## config.mk

```make
export PLATFORM = sky130hd
export DESIGN_NAME = prefetch_queue
export DESIGN_NICKNAME = d
export VERILOG_FILES = /design/src/rtl/pfq_pkg.sv /design/src/rtl/pfq_addr_gen.sv /design/src/rtl/pfq_ring.sv /design/src/rtl/pfq_tracker.sv /design/src/rtl/prefetch_queue.sv
export SDC_FILE = /design/constraint.sdc
export NUM_CORES = 1
export LEC_CHECK = 0
export CAP_MARGIN = 20
export CORE_UTILIZATION = 58
export CTS_CLUSTER_SIZE = 40
export DETAILED_ROUTE_END_ITERATION = 7
export DONT_BUFFER_PORTS = 1
export PLACE_DENSITY = 0.77
export RECOVER_POWER = 100
export SLEW_MARGIN = 20
export SYNTH_ARGS = -nofsm -noshare
export SYNTH_HDL_FRONTEND = slang
export SYNTH_SLANG_ARGS = --single-unit
```

## constraint.sdc

```tcl
create_clock -name clk -period 2.95 [get_ports clk]
set_clock_uncertainty 0.2 [all_clocks]
set_input_delay 0.1475 -clock clk [delete_from_list [all_inputs] [get_ports clk]]
set_output_delay 0.1475 -clock clk [all_outputs]
set_load 0.1 [all_outputs]
```

## src/rtl/pfq_pkg.sv

```systemverilog
// Shared helpers for the prefetch queue.
// Assumes: counts are non-negative and fit in 32 bits.
package pfq_pkg;

    // Bits needed to hold the values 0..n inclusive.
    function automatic int cnt_w(input int n);
        return (n < 2) ? 1 : $clog2(n + 1);
    endfunction

endpackage

```

## src/rtl/pfq_addr_gen.sv

```systemverilog
// Fetch pointer and physical address former.
// Holds the pointer, loads it on flush, and advances it on each accepted
// request. The address is the segment shifted left plus the pointer,
// truncated to ADDR_W bits.
// Assumes: flush takes precedence over advance in the same cycle.
module pfq_addr_gen #(
    parameter int SEG_W     = 16,
    parameter int IP_W      = 16,
    parameter int SEG_SHIFT = 4,
    parameter int ADDR_W    = 20,
    parameter logic [IP_W-1:0] RESET_IP = '0
) (
    input  logic              clk,
    input  logic              rst_n,
    input  logic [SEG_W-1:0]  seg_base,
    input  logic              flush,
    input  logic [IP_W-1:0]   flush_ip,
    input  logic              advance,
    output logic [ADDR_W-1:0] fetch_addr
);

    logic [IP_W-1:0]   ip_q;
    logic [ADDR_W-1:0] seg_ext;
    logic [ADDR_W-1:0] ip_ext;

    // Pointer register: reset value, redirect load, or step by one.
    always_ff @(posedge clk) begin
        if (!rst_n)       ip_q <= RESET_IP;
        else if (flush)   ip_q <= flush_ip;
        else if (advance) ip_q <= ip_q + 1'b1;
    end

    // Segment-scaled base plus zero-extended pointer, modulo 2^ADDR_W.
    always_comb begin
        seg_ext    = ADDR_W'(seg_base) << SEG_SHIFT;
        ip_ext     = ADDR_W'(ip_q);
        fetch_addr = seg_ext + ip_ext;
    end


    ip_step_chk: assert property (@(posedge clk) disable iff (!rst_n)
        (advance && !flush) |=> (ip_q == IP_W'($past(ip_q) + 1'b1)));


    flush_load_chk: assert property (@(posedge clk) disable iff (!rst_n)
        flush |=> (ip_q == $past(flush_ip)));

endmodule

```

## src/rtl/pfq_ring.sv

```systemverilog
// Circular byte store with DEPTH slots (DEPTH need not be a power of two).
// Push and pop may coincide. Clear empties the store and wins over both.
// Assumes: the caller never pushes into a full store or pops an empty one.
module pfq_ring #(
    parameter int DEPTH  = 6,
    parameter int DATA_W = 8,
    parameter int CNT_W  = 3
) (
    input  logic              clk,
    input  logic              rst_n,
    input  logic              clear,
    input  logic              push,
    input  logic [DATA_W-1:0] push_data,
    input  logic              pop,
    output logic [DATA_W-1:0] pop_data,
    output logic [CNT_W-1:0]  count,
    output logic              empty
);

    localparam int IDX_W = (DEPTH < 2) ? 1 : $clog2(DEPTH);

    logic [DEPTH-1:0][DATA_W-1:0] slots;
    logic [IDX_W-1:0]             wr_ptr;
    logic [IDX_W-1:0]             rd_ptr;

    // Step an index by one, folding back to zero after the last slot.
    function automatic logic [IDX_W-1:0] bump(input logic [IDX_W-1:0] p);
        return (p == IDX_W'(DEPTH - 1)) ? '0 : p + 1'b1;
    endfunction

    // Slot storage: write the incoming byte at the write index.
    always_ff @(posedge clk) begin
        for (int s = 0; s < DEPTH; s++) begin
            if (push && !clear && wr_ptr == IDX_W'(s)) slots[s] <= push_data;
        end
    end

    // Index and fill-count upkeep.
    always_ff @(posedge clk) begin
        if (!rst_n || clear) begin
            wr_ptr <= '0;
            rd_ptr <= '0;
            count  <= '0;
        end else begin
            if (push) wr_ptr <= bump(wr_ptr);
            if (pop)  rd_ptr <= bump(rd_ptr);
            case ({push, pop})
                2'b10:   count <= count + 1'b1;
                2'b01:   count <= count - 1'b1;
                default: count <= count;
            endcase
        end
    end

    // Head byte and emptiness.
    always_comb begin
        pop_data = slots[rd_ptr];
        empty    = (count == '0);
    end


    no_overflow_chk: assert property (@(posedge clk) disable iff (!rst_n)
        (push && !pop && !clear) |-> (count < CNT_W'(DEPTH)));


    no_underflow_chk: assert property (@(posedge clk) disable iff (!rst_n)
        pop |-> (count != '0));

endmodule

```

## src/rtl/pfq_tracker.sv

```systemverilog
// Read budget keeper. Counts live reads (data will be kept) and doomed reads
// (accepted before a flush, data will be dropped). A new read is allowed
// only when queued + live + doomed stays below DEPTH.
// Assumes: memory returns data in request order and never without a
// matching outstanding read.
module pfq_tracker #(
    parameter int DEPTH = 6,
    parameter int CNT_W = 3
) (
    input  logic             clk,
    input  logic             rst_n,
    input  logic             flush,
    input  logic             issue,
    input  logic             rvalid,
    input  logic [CNT_W-1:0] q_count,
    output logic             may_issue,
    output logic             keep_data
);

    localparam int SUM_W = CNT_W + 2;

    logic [CNT_W-1:0] live_q, live_d;
    logic [CNT_W-1:0] doom_q, doom_d;
    logic [SUM_W-1:0] budget;
    logic             ret_any;

    // Budget in use, issue permission, and keep/drop of the returning byte.
    always_comb begin
        budget    = SUM_W'(q_count) + SUM_W'(live_q) + SUM_W'(doom_q);
        may_issue = !flush && (budget < SUM_W'(DEPTH));
        ret_any   = rvalid && ((live_q != '0) || (doom_q != '0));
        keep_data = rvalid && !flush && (doom_q == '0);
    end

    // Next counts: a flush dooms all live reads; returns retire doomed first.
    always_comb begin
        live_d = live_q;
        doom_d = doom_q;
        if (flush) begin
            doom_d = doom_q + live_q - CNT_W'(ret_any);
            live_d = '0;
        end else begin
            if (ret_any) begin
                if (doom_q != '0) doom_d = doom_q - 1'b1;
                else              live_d = live_q - 1'b1;
            end
            if (issue) live_d = live_d + 1'b1;
        end
    end

    // Count registers.
    always_ff @(posedge clk) begin
        if (!rst_n) begin
            live_q <= '0;
            doom_q <= '0;
        end else begin
            live_q <= live_d;
            doom_q <= doom_d;
        end
    end


    budget_chk: assert property (@(posedge clk) disable iff (!rst_n)
        budget <= SUM_W'(DEPTH));


    doomed_drop_chk: assert property (@(posedge clk) disable iff (!rst_n)
        (rvalid && doom_q != '0) |-> !keep_data);

endmodule

```

## src/rtl/prefetch_queue.sv

```systemverilog
// Instruction prefetch byte queue: fetches code bytes ahead of the consumer
// from segment-relative addresses and hands them out one per handshake.
// Assumes: read data returns in order, at least one cycle after acceptance;
// cs_base changes only together with a flush.
module prefetch_queue #(
    parameter int BYTE_W    = 8,
    parameter int DEPTH     = 6,
    parameter int SEG_W     = 16,
    parameter int IP_W      = 16,
    parameter int SEG_SHIFT = 4,
    parameter logic [IP_W-1:0] RESET_IP = '0,
    localparam int ADDR_W = ((SEG_W + SEG_SHIFT) > IP_W) ? (SEG_W + SEG_SHIFT) : IP_W
) (
    input  logic              clk,
    input  logic              rst_n,
    input  logic [SEG_W-1:0]  cs_base,
    input  logic              flush,
    input  logic [IP_W-1:0]   flush_ip,
    output logic              mem_req,
    output logic [ADDR_W-1:0] mem_addr,
    input  logic              mem_ack,
    input  logic              mem_rvalid,
    input  logic [BYTE_W-1:0] mem_rdata,
    output logic              out_valid,
    output logic [BYTE_W-1:0] out_byte,
    input  logic              out_ready
);

    localparam int CNT_W = pfq_pkg::cnt_w(DEPTH);

    logic             issue;
    logic             keep_data;
    logic             may_issue;
    logic             pop;
    logic             q_empty;
    logic [CNT_W-1:0] q_count;

    // Handshake decode at the block edges.
    always_comb begin
        mem_req   = may_issue;
        issue     = may_issue && mem_ack;
        out_valid = !q_empty;
        pop       = out_valid && out_ready && !flush;
    end

    pfq_addr_gen #(
        .SEG_W(SEG_W), .IP_W(IP_W), .SEG_SHIFT(SEG_SHIFT),
        .ADDR_W(ADDR_W), .RESET_IP(RESET_IP)
    ) u_addr (
        .clk(clk), .rst_n(rst_n), .seg_base(cs_base), .flush(flush),
        .flush_ip(flush_ip), .advance(issue), .fetch_addr(mem_addr)
    );

    pfq_tracker #(.DEPTH(DEPTH), .CNT_W(CNT_W)) u_track (
        .clk(clk), .rst_n(rst_n), .flush(flush), .issue(issue),
        .rvalid(mem_rvalid), .q_count(q_count),
        .may_issue(may_issue), .keep_data(keep_data)
    );

    pfq_ring #(.DEPTH(DEPTH), .DATA_W(BYTE_W), .CNT_W(CNT_W)) u_ring (
        .clk(clk), .rst_n(rst_n), .clear(flush), .push(keep_data),
        .push_data(mem_rdata), .pop(pop), .pop_data(out_byte),
        .count(q_count), .empty(q_empty)
    );


    flush_empty_chk: assert property (@(posedge clk) disable iff (!rst_n)
        flush |=> !out_valid);


    flush_no_req_chk: assert property (@(posedge clk) disable iff (!rst_n)
        flush |-> !mem_req);

endmodule

```

==> results of run 1 <==
==> per-layer routing <==
metal | vias up | routed length, um
met2 | 100 | 6100
met3 | 22 | 500
met1 | 1747 | 4350
met4 | 0 | 252
li1 | 1728 | -
met5 | - | 0
==> synthesized netlist by cell type (all sizes together), types with 7 or more instances <==
cell,number,share of area
edfxtp,48,0.31
nor2,33,0.027
dfxtp,31,0.14
o21ai,31,0.036
ha,28,0.077
inv,28,0.023
nand2,23,0.019
xnor2,23,0.044
a21oi,19,0.021
mux2i,12,0.026
buf,11,0.016
or3,10,0.014
a31oi,9,0.012
and2,9,0.013
nor3,9,0.0098
mux4,8,0.039
o22ai,8,0.011
clkbuf,7,0.0079
xor2,7,0.013
==> how the worst min path moves through the flow <==
stage | from | end
finish | mem_rvalid | u_ring.wr_ptr[2]$_SDFFE_PP0P_
global placement | mem_rdata[5] | u_ring.slots[13]$_DFFE_PP_
CTS | flush | u_addr.ip_q[5]$_SDFFE_PN0P_
floorplan | mem_rdata[0] | u_ring.slots[0]$_DFFE_PP_
global route | flush | u_track.doom_q[2]$_SDFFE_PN0P_
detailed placement | mem_rdata[6] | u_ring.slots[22]$_DFFE_PP_
==> critical path: cells and delay by family (launching register included) <==
kind | cells | cell delay, ns
adders and majority gates | 3 | 1.21
and+or+nand+nor | 2 | 0.33
buffers and inverters | 2 | 0.25
AOI/OAI and AO/OA | 2 | 0.42
DFF | 1 | 0.34
==> sequential cells by signal, indices dropped and copies added, names as in the netlist <==
name,cells
u_ring.slots,48
u_ring.rd_ptr,3
u_track.live_q,3
u_ring.wr_ptr,3
u_addr.ip_q,16
u_track.doom_q,3
u_ring.count,3
==> cell families (layout without fill, tap and decap cells) <==
group / Yosys count / after routing / share of synthesized area
XOR/XNOR: 30 / 30 / 0.0574
AND/OR/NAND/NOR: 118 / 118 / 0.143
multiplexers: 20 / 20 / 0.0656
adder cells (fa/ha/maj): 33 / 33 / 0.0984
buffers and inverters: 46 / 142 / 0.0465
flip-flops: 79 / 79 / 0.450
AO/OA/AOI/OAI: 96 / 96 / 0.138
==> power groups by stage <==
stage / clock network (mW) / registers [mW] / logic [mW]
after floorplan: 0 / 1.28 / 0.963
after global placement: 0 / 1.29 / 1.19
after detailed placement: 0 / 1.29 / 1.22
after CTS: 0.850 / 1.27 / 1.31
after global routing: 0.891 / 1.28 / 1.47
final: 0.841 / 1.27 / 1.39
==> cell type report <==
class | instances | area share
flip-flops and latches | 79 | 0.342
clock buffers | 9 | 0.0205
clock inverters | 7 | 0.0145
repair buffers | 98 | 0.150
multi-input cells | 297 | 0.435
well taps | 102 | 0.0211
inverters | 28 | 0.0174
==> what timing repair did <==
action / 4_1_cts / 5_1_grt
pin swaps: 18 / 24
gates cloned: 0 / 0
gates resized for setup: 24 / 31
setup buffers: 7 / 4
endpoints found under the setup margin: 24 / 28
endpoints found under the hold margin: 70 / 0
hold buffers: 28 / 0
==> metrics by stage <==
step	TNS [ns]	power, mW	worst slack (ns)	std cells	hold slack, ns
5_1_grt	-5.97	3.63	-0.413	620	0.0524
6_report	-3.80	3.50	-0.321	620	0.0284
4_1_cts	-3.56	3.43	-0.349	616	0.0170
3_3_place_gp	-0.548	2.48	-0.0896	565	0.0465
3_5_place_dp	-2.18	2.52	-0.216	565	0.0465
2_1_floorplan	-3.39	2.24	-0.772	422	0.0464
==> impl_metrics.tcl, run 1 <==
set metrics [dict create \
    grt_pass1_vias 3726 \
    clockBufferDepth 2 \
    cts_buffers 9 \
    dieArea_um2 8250 \
    htree_levels 3 \
    intPower_mw 2.14 \
    start_util 0.596 \
    power.density_nw_per_um2 579 \
    wirelength_mm 11.2 \
    top_usage_layer "met2" \
    finalMaxSlewViolations 0 \
    grt_pass1_wl_mm 17.4 \
    gp_congestion 0.882 \
    synth_cell_types 55 \
    syn2layout_area_growth_pct 32.2 \
    vdd_drop_max_v 0.000432 \
    p_leak_nw 2.32 \
    cts_tree "built" \
    finalSetupViolCount 21 \
    cts.sinks 79 \
    use_met3 0.0682 \
    relSlewSlack 0.0804 \
    grt_usage 0.273 \
    grt_max_degree 35 \
    p_clk_frac 0.240 \
    violations "setup timing" \
    ios 76 \
    use_met1 0.315 \
    dp_hpwl_mm 7.26 \
    synth_async_sr_flop_share 0 \
    antenna_left 0 \
    multi_input_area_um2 2630 \
    hold_path_class "input port to flop" \
    seqCellArea_um2 2070 \
    ys_seq_area_frac 0.450 \
    p_comb_frac 0.397 \
    min_period_over_period 1.11 \
    synth_ff_type "edfxtp_1" \
    worstReg2RegEnd "u_addr.ip_q[3]$_SDFFE_PN0P_" \
    synth_seq_cells 79 \
    viasPerCell 5.80 \
    synth_fp_nets 501 \
    timing.rr.start "u_track.live_q[0]$_SDFF_PP0_" \
    cp-startpoint "u_track.live_q[0]$_SDFF_PP0_" \
    cp-end-kind "output port" \
    wl_per_cell_um 18.1 \
    path_class "flop to output port" \
    final_core_util 0.788 \
    grt_overflow 0 \
    fmax_mhz 306 \
    ff2ff_setup_slack_ns -0.29 \
    netlist_instances 422 \
    crit_fanout 2 \
    syn-cell-area_um2 4580 \
    required_ns 2.60 \
    fp.dieW_um 90.8 \
    portBuffers 0 \
    synth-edff-count 48 \
    startpoint_type "flop" \
    critPathMaxStageDelay_ns 0.53 \
    final_area_um2 6050 \
    cpMostUsedCell "fa_1" \
    placed_area_um2 5290 \
    switching_share 0.390 \
    p_sw_mw 1.37 \
    clkLatencyLatePin_ns 0.35 \
    vias 3597 \
    layout_setup_ws_ns -0.321 \
    p_seq_frac 0.363 \
    num_rows 32 \
    arrival_ns 2.92 \
    layout-drive-gt1-share 0.315 \
    crit_path_end "mem_req" \
    clk_pin_slew_ns 0.09 \
    cts-root-buf "clkbuf_8" \
    syn_avg_cell_area_um2 10.8 \
    drt-initial-drc-count 155 \
    drc 0 \
    layout_common_cells "buf_4 (51), edfxtp_1 (48), nor2_1 (29)" \
    final_common_cell "buf_4" \
    firstDrtPassIters 4 \
    core_area_um2 7690 \
    antenna_cells 0 \
    drv_cap 0 \
    nets 592 \
    worstPathCellList "ha_4 -> fa_1 -> inv_2 -> fa_1 -> nor2_2 -> a211oi_2 -> a2bb2oi_4 -> nor3b_4 -> buf_12" \
    status "complete, but fails checks" \
    period_needed_ns 3.27 \
    nFillCells 487 \
    cp_slowest_cell "fa_1" \
    global_route.usage.met2 0.492 \
    holdPathStages 4 \
    antenna_found_initial 0 \
    finalHoldViolCount 0 \
    ys_warn_count 0 \
    die_height_um 90.8 \
    worstMarginPinSlew_ns 1.38 \
    reg2reg_depth 12 \
    rsz0062_at_grt "true" \
]
Note: power is estimated with default switching activity, not from simulation.
==> inputs of run 2 (changes only) <==
TNS_END_PERCENT = 5   (was default)
==> impl_metrics.tcl, run 2 (synthesis gave the netlist of run 1 again) <==
set metrics [dict create \
    status "complete, but fails checks" \
    violations "setup timing" \
    antenna_found_initial 0 \
    crit_fanout 2 \
    p_leak_nw 2.16 \
    worstMarginPinSlew_ns 1.22 \
    cp-end-kind "output port" \
    nets 577 \
    wirelength_mm 10.8 \
    finalMaxSlewViolations 0 \
    syn2layout_area_growth_pct 25.4 \
    vdd_drop_max_v 0.000384 \
    clockBufferDepth 2 \
    reg2reg_depth 12 \
    rsz0062_at_grt "true" \
    antenna_left 0 \
    grt_pass1_vias 3708 \
    wl_per_cell_um 17.8 \
    power_mw 3.38 \
    grt_max_degree 35 \
    cts_buffers 9 \
    cts_tree "built" \
    drc 0 \
    portBuffers 0 \
    power.density_nw_per_um2 589 \
    finalSetupViolCount 18 \
    whs_ns 0.0268 \
    holdPathEnd "u_ring.rd_ptr[0]$_SDFFE_PP0P_" \
    final.setup.tns_ns -3.12 \
    core_area_um2 7690 \
    layout_setup_ws_ns -0.295 \
    worstReg2RegEnd "u_addr.ip_q[9]$_SDFFE_PN0P_" \
    dp_hpwl_mm 7.17 \
    antenna_cells 0 \
    reg_top3 "u_ring.slots x48, u_addr.ip_q x16" \
    final_core_util 0.747 \
    htree_levels 3 \
    start_util 0.596 \
    holdPathStages 4 \
    grt_overflow 0 \
    placed_area_um2 5230 \
    cts-root-buf "clkbuf_8" \
    dieArea_um2 8250 \
    viasPerCell 5.95 \
    cts.sinks 79 \
    required_ns 2.60 \
    drv_cap 0 \
    grt_usage 0.274 \
    min_period_over_period 1.10 \
    min_from "flush" \
    layout_common_cells "edfxtp_1 (48), nor2_1 (31), dlygate4sd3_1 (29)" \
    fp.dieW_um 90.8 \
    gp_congestion 0.801 \
    num_rows 32 \
    timing.rr.start "u_track.live_q[0]$_SDFF_PP0_" \
    arrival_ns 2.90 \
    vias 3597 \
    ff2ff_setup_slack_ns -0.24 \
    startpoint_type "flop" \
    drt-initial-drc-count 143 \
    clk_pin_slew_ns 0.08 \
    relSlewSlack 0.193 \
    period_needed_ns 3.24 \
    clkLatencyLatePin_ns 0.35 \
    largest-register "u_ring.slots" \
    firstDrtPassIters 5 \
    fmax_mhz 308 \
    final_area_um2 5740 \
    path_class "flop to output port" \
    largest_register_ffs 48 \
    layout-drive-gt1-share 0.235 \
    finalHoldViolCount 0 \
    grt_pass1_wl_mm 17.8 \
    hold_path_class "input port to flop" \
    die_height_um 90.8 \
    final_common_cell "edfxtp_1" \
    ios 76 \
]
[run 2: cell count changes in the layout (fill, tap and decap cells not counted), moves of 3 or more]
cell and change:
buf_4 -33, clkbuf_2 +12, clkbuf_1 +8, buf_6 -4, dfxtp_1 +4, dfxtp_2 -4
ha_1 +3
[run 2: area by class of cell]
cell class / instances / area, um^2
fillers: 488 / 1950
clock buffers: 9 / 124
repair buffers: 83 / 696
clock inverters: 7 / 86.3
well taps: 102 / 128
multi-input cells: 297 / 2540
flip-flops and latches: 79 / 2070
inverters: 28 / 105
[run 2: critical path: stages, from the launching register on]
cell and delay (ns):
dfxtp_2 0.35, ha_4 0.16, fa_1 0.52, inv_1 0.05
fa_1 0.52, nor2_2 0.05, a211oi_2 0.22, a2bb2oi_4 0.17
nor3b_4 0.30, buf_12 0.21
[run 2: repair_timing]
item | in CTS | in global routing
setup buffers | 2 | 0
pin swaps | 3 | 4
endpoints found under the setup margin | 22 | 28
hold buffers | 29 | 0
hold endpoints to repair | 70 | 0
resized for setup | 12 | 13
[run 2: worst max path at each step]
stage | start | to | depth (start not counted)
floorplan | u_ring.count[0]$_SDFFE_PP0P_ | u_addr.ip_q[13]$_SDFFE_PN0P_ | 10
global placement | u_track.live_q[0]$_SDFF_PP0_ | u_addr.ip_q[6]$_SDFFE_PN0P_ | 11
detailed placement | u_track.live_q[0]$_SDFF_PP0_ | u_addr.ip_q[9]$_SDFFE_PN0P_ | 11
CTS | u_track.live_q[0]$_SDFF_PP0_ | mem_req | 9
global route | u_track.live_q[0]$_SDFF_PP0_ | u_addr.ip_q[6]$_SDFFE_PN0P_ | 12
finish | u_track.live_q[0]$_SDFF_PP0_ | mem_req | 9
[run 2: power by group]
group          leakage [nW]  internal, mW  switching, mW
Clock                 0.104         0.410          0.437
Combinational          1.37         0.418          0.839
Sequential            0.689          1.22         0.0517
[run 2: routing by layer]
| layer | GRT usage | vias to the layer above | share of wire |
|---|---|---|---|
| met3 | 0.0699 | 22 | 0.056 |
| met5 | 0 | - | 0 |
| li1 | - | 1688 | - |
| met4 | 0.108 | 0 | 0.020 |
| met2 | 0.455 | 131 | 0.51 |
| met1 | 0.342 | 1756 | 0.41 |
[run 2: stage by stage]
stage / instances / worst slack (ns)
floorplan: 422 / -0.772
global placement: 558 / -0.0998
detailed placement: 558 / -0.155
CTS: 605 / -0.319
global route: 605 / -0.372
finish: 605 / -0.295
==> inputs of run 3 (changes only) <==
SYNTH_HIERARCHICAL = 1   (was default)
==> impl_metrics.tcl, run 3 <==
set metrics [dict create \
    stdcell_count 591 \
    path_class "flop to flop" \
    syn_avg_cell_area_um2 11.0 \
    drv_cap 0 \
    ios 76 \
    synthMostInstantiatedCell "edfxtp_1" \
    cts-root-buf "clkbuf_8" \
    layout_common_cells "edfxtp_1 (48), nand2_1 (38), dlygate4sd3_1 (31)" \
    finalSetupViolCount 13 \
    dieArea_um2 8110 \
    ys_top_cells_by_area "edfxtp_1 (32%), dfxtp_1 (14%), ha_1 (7.2%)" \
    worstPathCellList "inv_2 -> fa_1 -> inv_2 -> ha_4 -> fa_2 -> mux2i_2 -> a211oi_4 -> and2_4 -> buf_4 -> nand4_1 -> xor2_1 -> o21ai_1 -> and2_1" \
    portBuffers 0 \
    critPathMaxStageDelay_ns 0.54 \
    layout_setup_ws_ns -0.0840 \
    num_rows 31 \
    violations "setup timing" \
    cp_slowest_cell "fa_1" \
    final_core_util 0.765 \
    period_needed_ns 3.03 \
    fmax_mhz 330 \
    firstDrtPassIters 5 \
    synth_common_cells "edfxtp_1 (48), nand2_1 (38), dfxtp_1 (31)" \
    rsz0062_at_grt "true" \
    synth_seq_cells 79 \
    start_util 0.610 \
    cts_buffers 9 \
    min_period_over_period 1.03 \
    required_ns 3.00 \
    fp.dieW_um 90.1 \
    nets 565 \
    die_height_um 90.1 \
    grt_usage 0.260 \
    antenna_cells 0 \
    worstMarginPinSlew_ns 1.22 \
    ys_warn_count 6 \
    syn2layout_area_growth_pct 25.4 \
    critical_path.top_delay_family "adder cells" \
    clk_pin_slew_ns 0.09 \
    ys_seq_area_frac 0.459 \
    wl_per_cell_um 16.9 \
    finalHoldViolCount 0 \
    netlist_instances 409 \
    antenna_left 0 \
    cts_tree "built" \
    crit_fanout 5 \
    synth_fp_nets 487 \
    antenna_found_initial 0 \
    gp_congestion 0.861 \
    largest_register_ffs 48 \
    cts.sinks 79 \
    htree_levels 3 \
    syn-cell-area_um2 4500 \
    synth_top_area_frac 0.321 \
    clkLatencyLatePin_ns 0.35 \
    p_leak_nw 2.18 \
    vias 3398 \
    vdd_drop_max_v 0.000366 \
    grt_overflow 0 \
    reg_top3 "u_ring/slots x48, u_addr/ip_q x16" \
    dp_hpwl_mm 6.63 \
    grt_pass1_vias 3460 \
    arrival_ns 3.08 \
    clockBufferDepth 2 \
    cpMostUsedCell "inv_2" \
    worst-path-buf-inv 3 \
    synth_async_sr_flop_share 0 \
    status "complete, but fails checks" \
    viasPerCell 5.75 \
    power_mw 3.23 \
    dp_cells 540 \
    finalMaxSlewViolations 0 \
    power.density_nw_per_um2 573 \
    synth_cell_types 57 \
    wirelength_mm 10.0 \
    drt-initial-drc-count 164 \
    drc 0 \
    largest-register "u_ring/slots" \
    startpoint_type "flop" \
    core_area_um2 7370 \
    relSlewSlack 0.188 \
    synth_ff_type "edfxtp_1" \
    hold_path_class "input port to flop" \
    cp-end-kind "flop" \
    yosys.area.top_type "edfxtp_1" \
    grt_pass1_wl_mm 16.5 \
    grt_max_degree 27 \
    synth-edff-count 48 \
    final_common_cell "edfxtp_1" \
    layout-drive-gt1-share 0.242 \
]
## run 3: changes by cell type after synthesis, moves of 7 or more
cell and delta:
a31oi_1 -7, mux2i_1 +13, mux4_2 -8, nand2_1 +15
nand3_1 +9, nor2_1 -17, nor3_1 -7, o21ai_0 -12
o22ai_1 -8, or3_1 -9, xnor2_1 -11, xor2_1 +15
## run 3: cell families (layout without fill, tap and decap cells)
| kind of cell | Yosys count | after routing | synth area share |
|---|---|---|---|
| and+or+nand+nor | 106 | 106 | 0.124 |
| AOI/OAI and AO/OA | 85 | 85 | 0.129 |
| DFF | 79 | 79 | 0.459 |
| buffers and inverters | 40 | 123 | 0.0456 |
| xor gates and xnor gates | 35 | 35 | 0.0698 |
| adders and majority gates | 32 | 32 | 0.0991 |
| muxes | 32 | 32 | 0.0740 |
## run 3: metal layers
metal,track usage,up-vias,wire length (um)
li1,-,1641,-
met1,0.316,1648,4230
met2,0.456,92,5130
met3,0.0499,17,464
met4,0.0981,0,178
met5,0,-,0
## run 3: final cells by class
cell class,count,area [um^2]
flip-flops and latches,79,2070
clock inverters,6,70.1
fillers,483,1730
multi-input cells,290,2450
inverters,25,93.8
clock buffers,10,128
well taps,99,124
repair buffers,82,701
## run 3: path summary, 6_finish.rpt
| check | endpoint | start | slack [ns] | cells after the start |
|---|---|---|---|---|
| worst max-delay path | u_addr/ip_q[3]$_SDFFE_PN0P_ | u_ring/count[1]$_SDFFE_PP0P_ | -0.08 | 13 |
| worst min-delay path | u_addr/ip_q[11]$_SDFFE_PN0P_ | flush | 0.08 | 2 |
| worst max register to register | u_addr/ip_q[3]$_SDFFE_PN0P_ | u_ring/count[1]$_SDFFE_PP0P_ | -0.08 | 13 |
| worst min register to register | u_ring/wr_ptr[0]$_SDFFE_PP0P_ | u_ring/wr_ptr[0]$_SDFFE_PP0P_ | 0.32 | 2 |
## run 3: power breakdown
group,switching (mW),internal [mW],total [mW]
registers,0.0308,1.21,1.24
logic,0.771,0.399,1.17
clock network,0.422,0.397,0.819
## run 3: per-stage QoR
stage / hold WS (ns) / instance area [um^2] / setup TNS, ns / setup slack (ns)
2_1_floorplan: 0.0464 / 4550 / -17.31 / -0.964
3_3_place_gp: 0.0467 / 5100 / -0.686 / -0.0934
3_5_place_dp: 0.0467 / 5100 / -1.40 / -0.164
4_1_cts: 0.0497 / 5700 / -0.184 / -0.0435
5_1_grt: 0.119 / 5640 / -3.31 / -0.218
6_report: 0.0808 / 5640 / -0.559 / -0.0840
## run 3: repair_timing
item	in CTS	in global routing
hold buffers	31	0
gates resized for setup	15	6
gates cloned	0	0
pin swaps	11	5
endpoints found under the setup margin	19	24
setup buffers	4	0
hold endpoints to repair	103	0
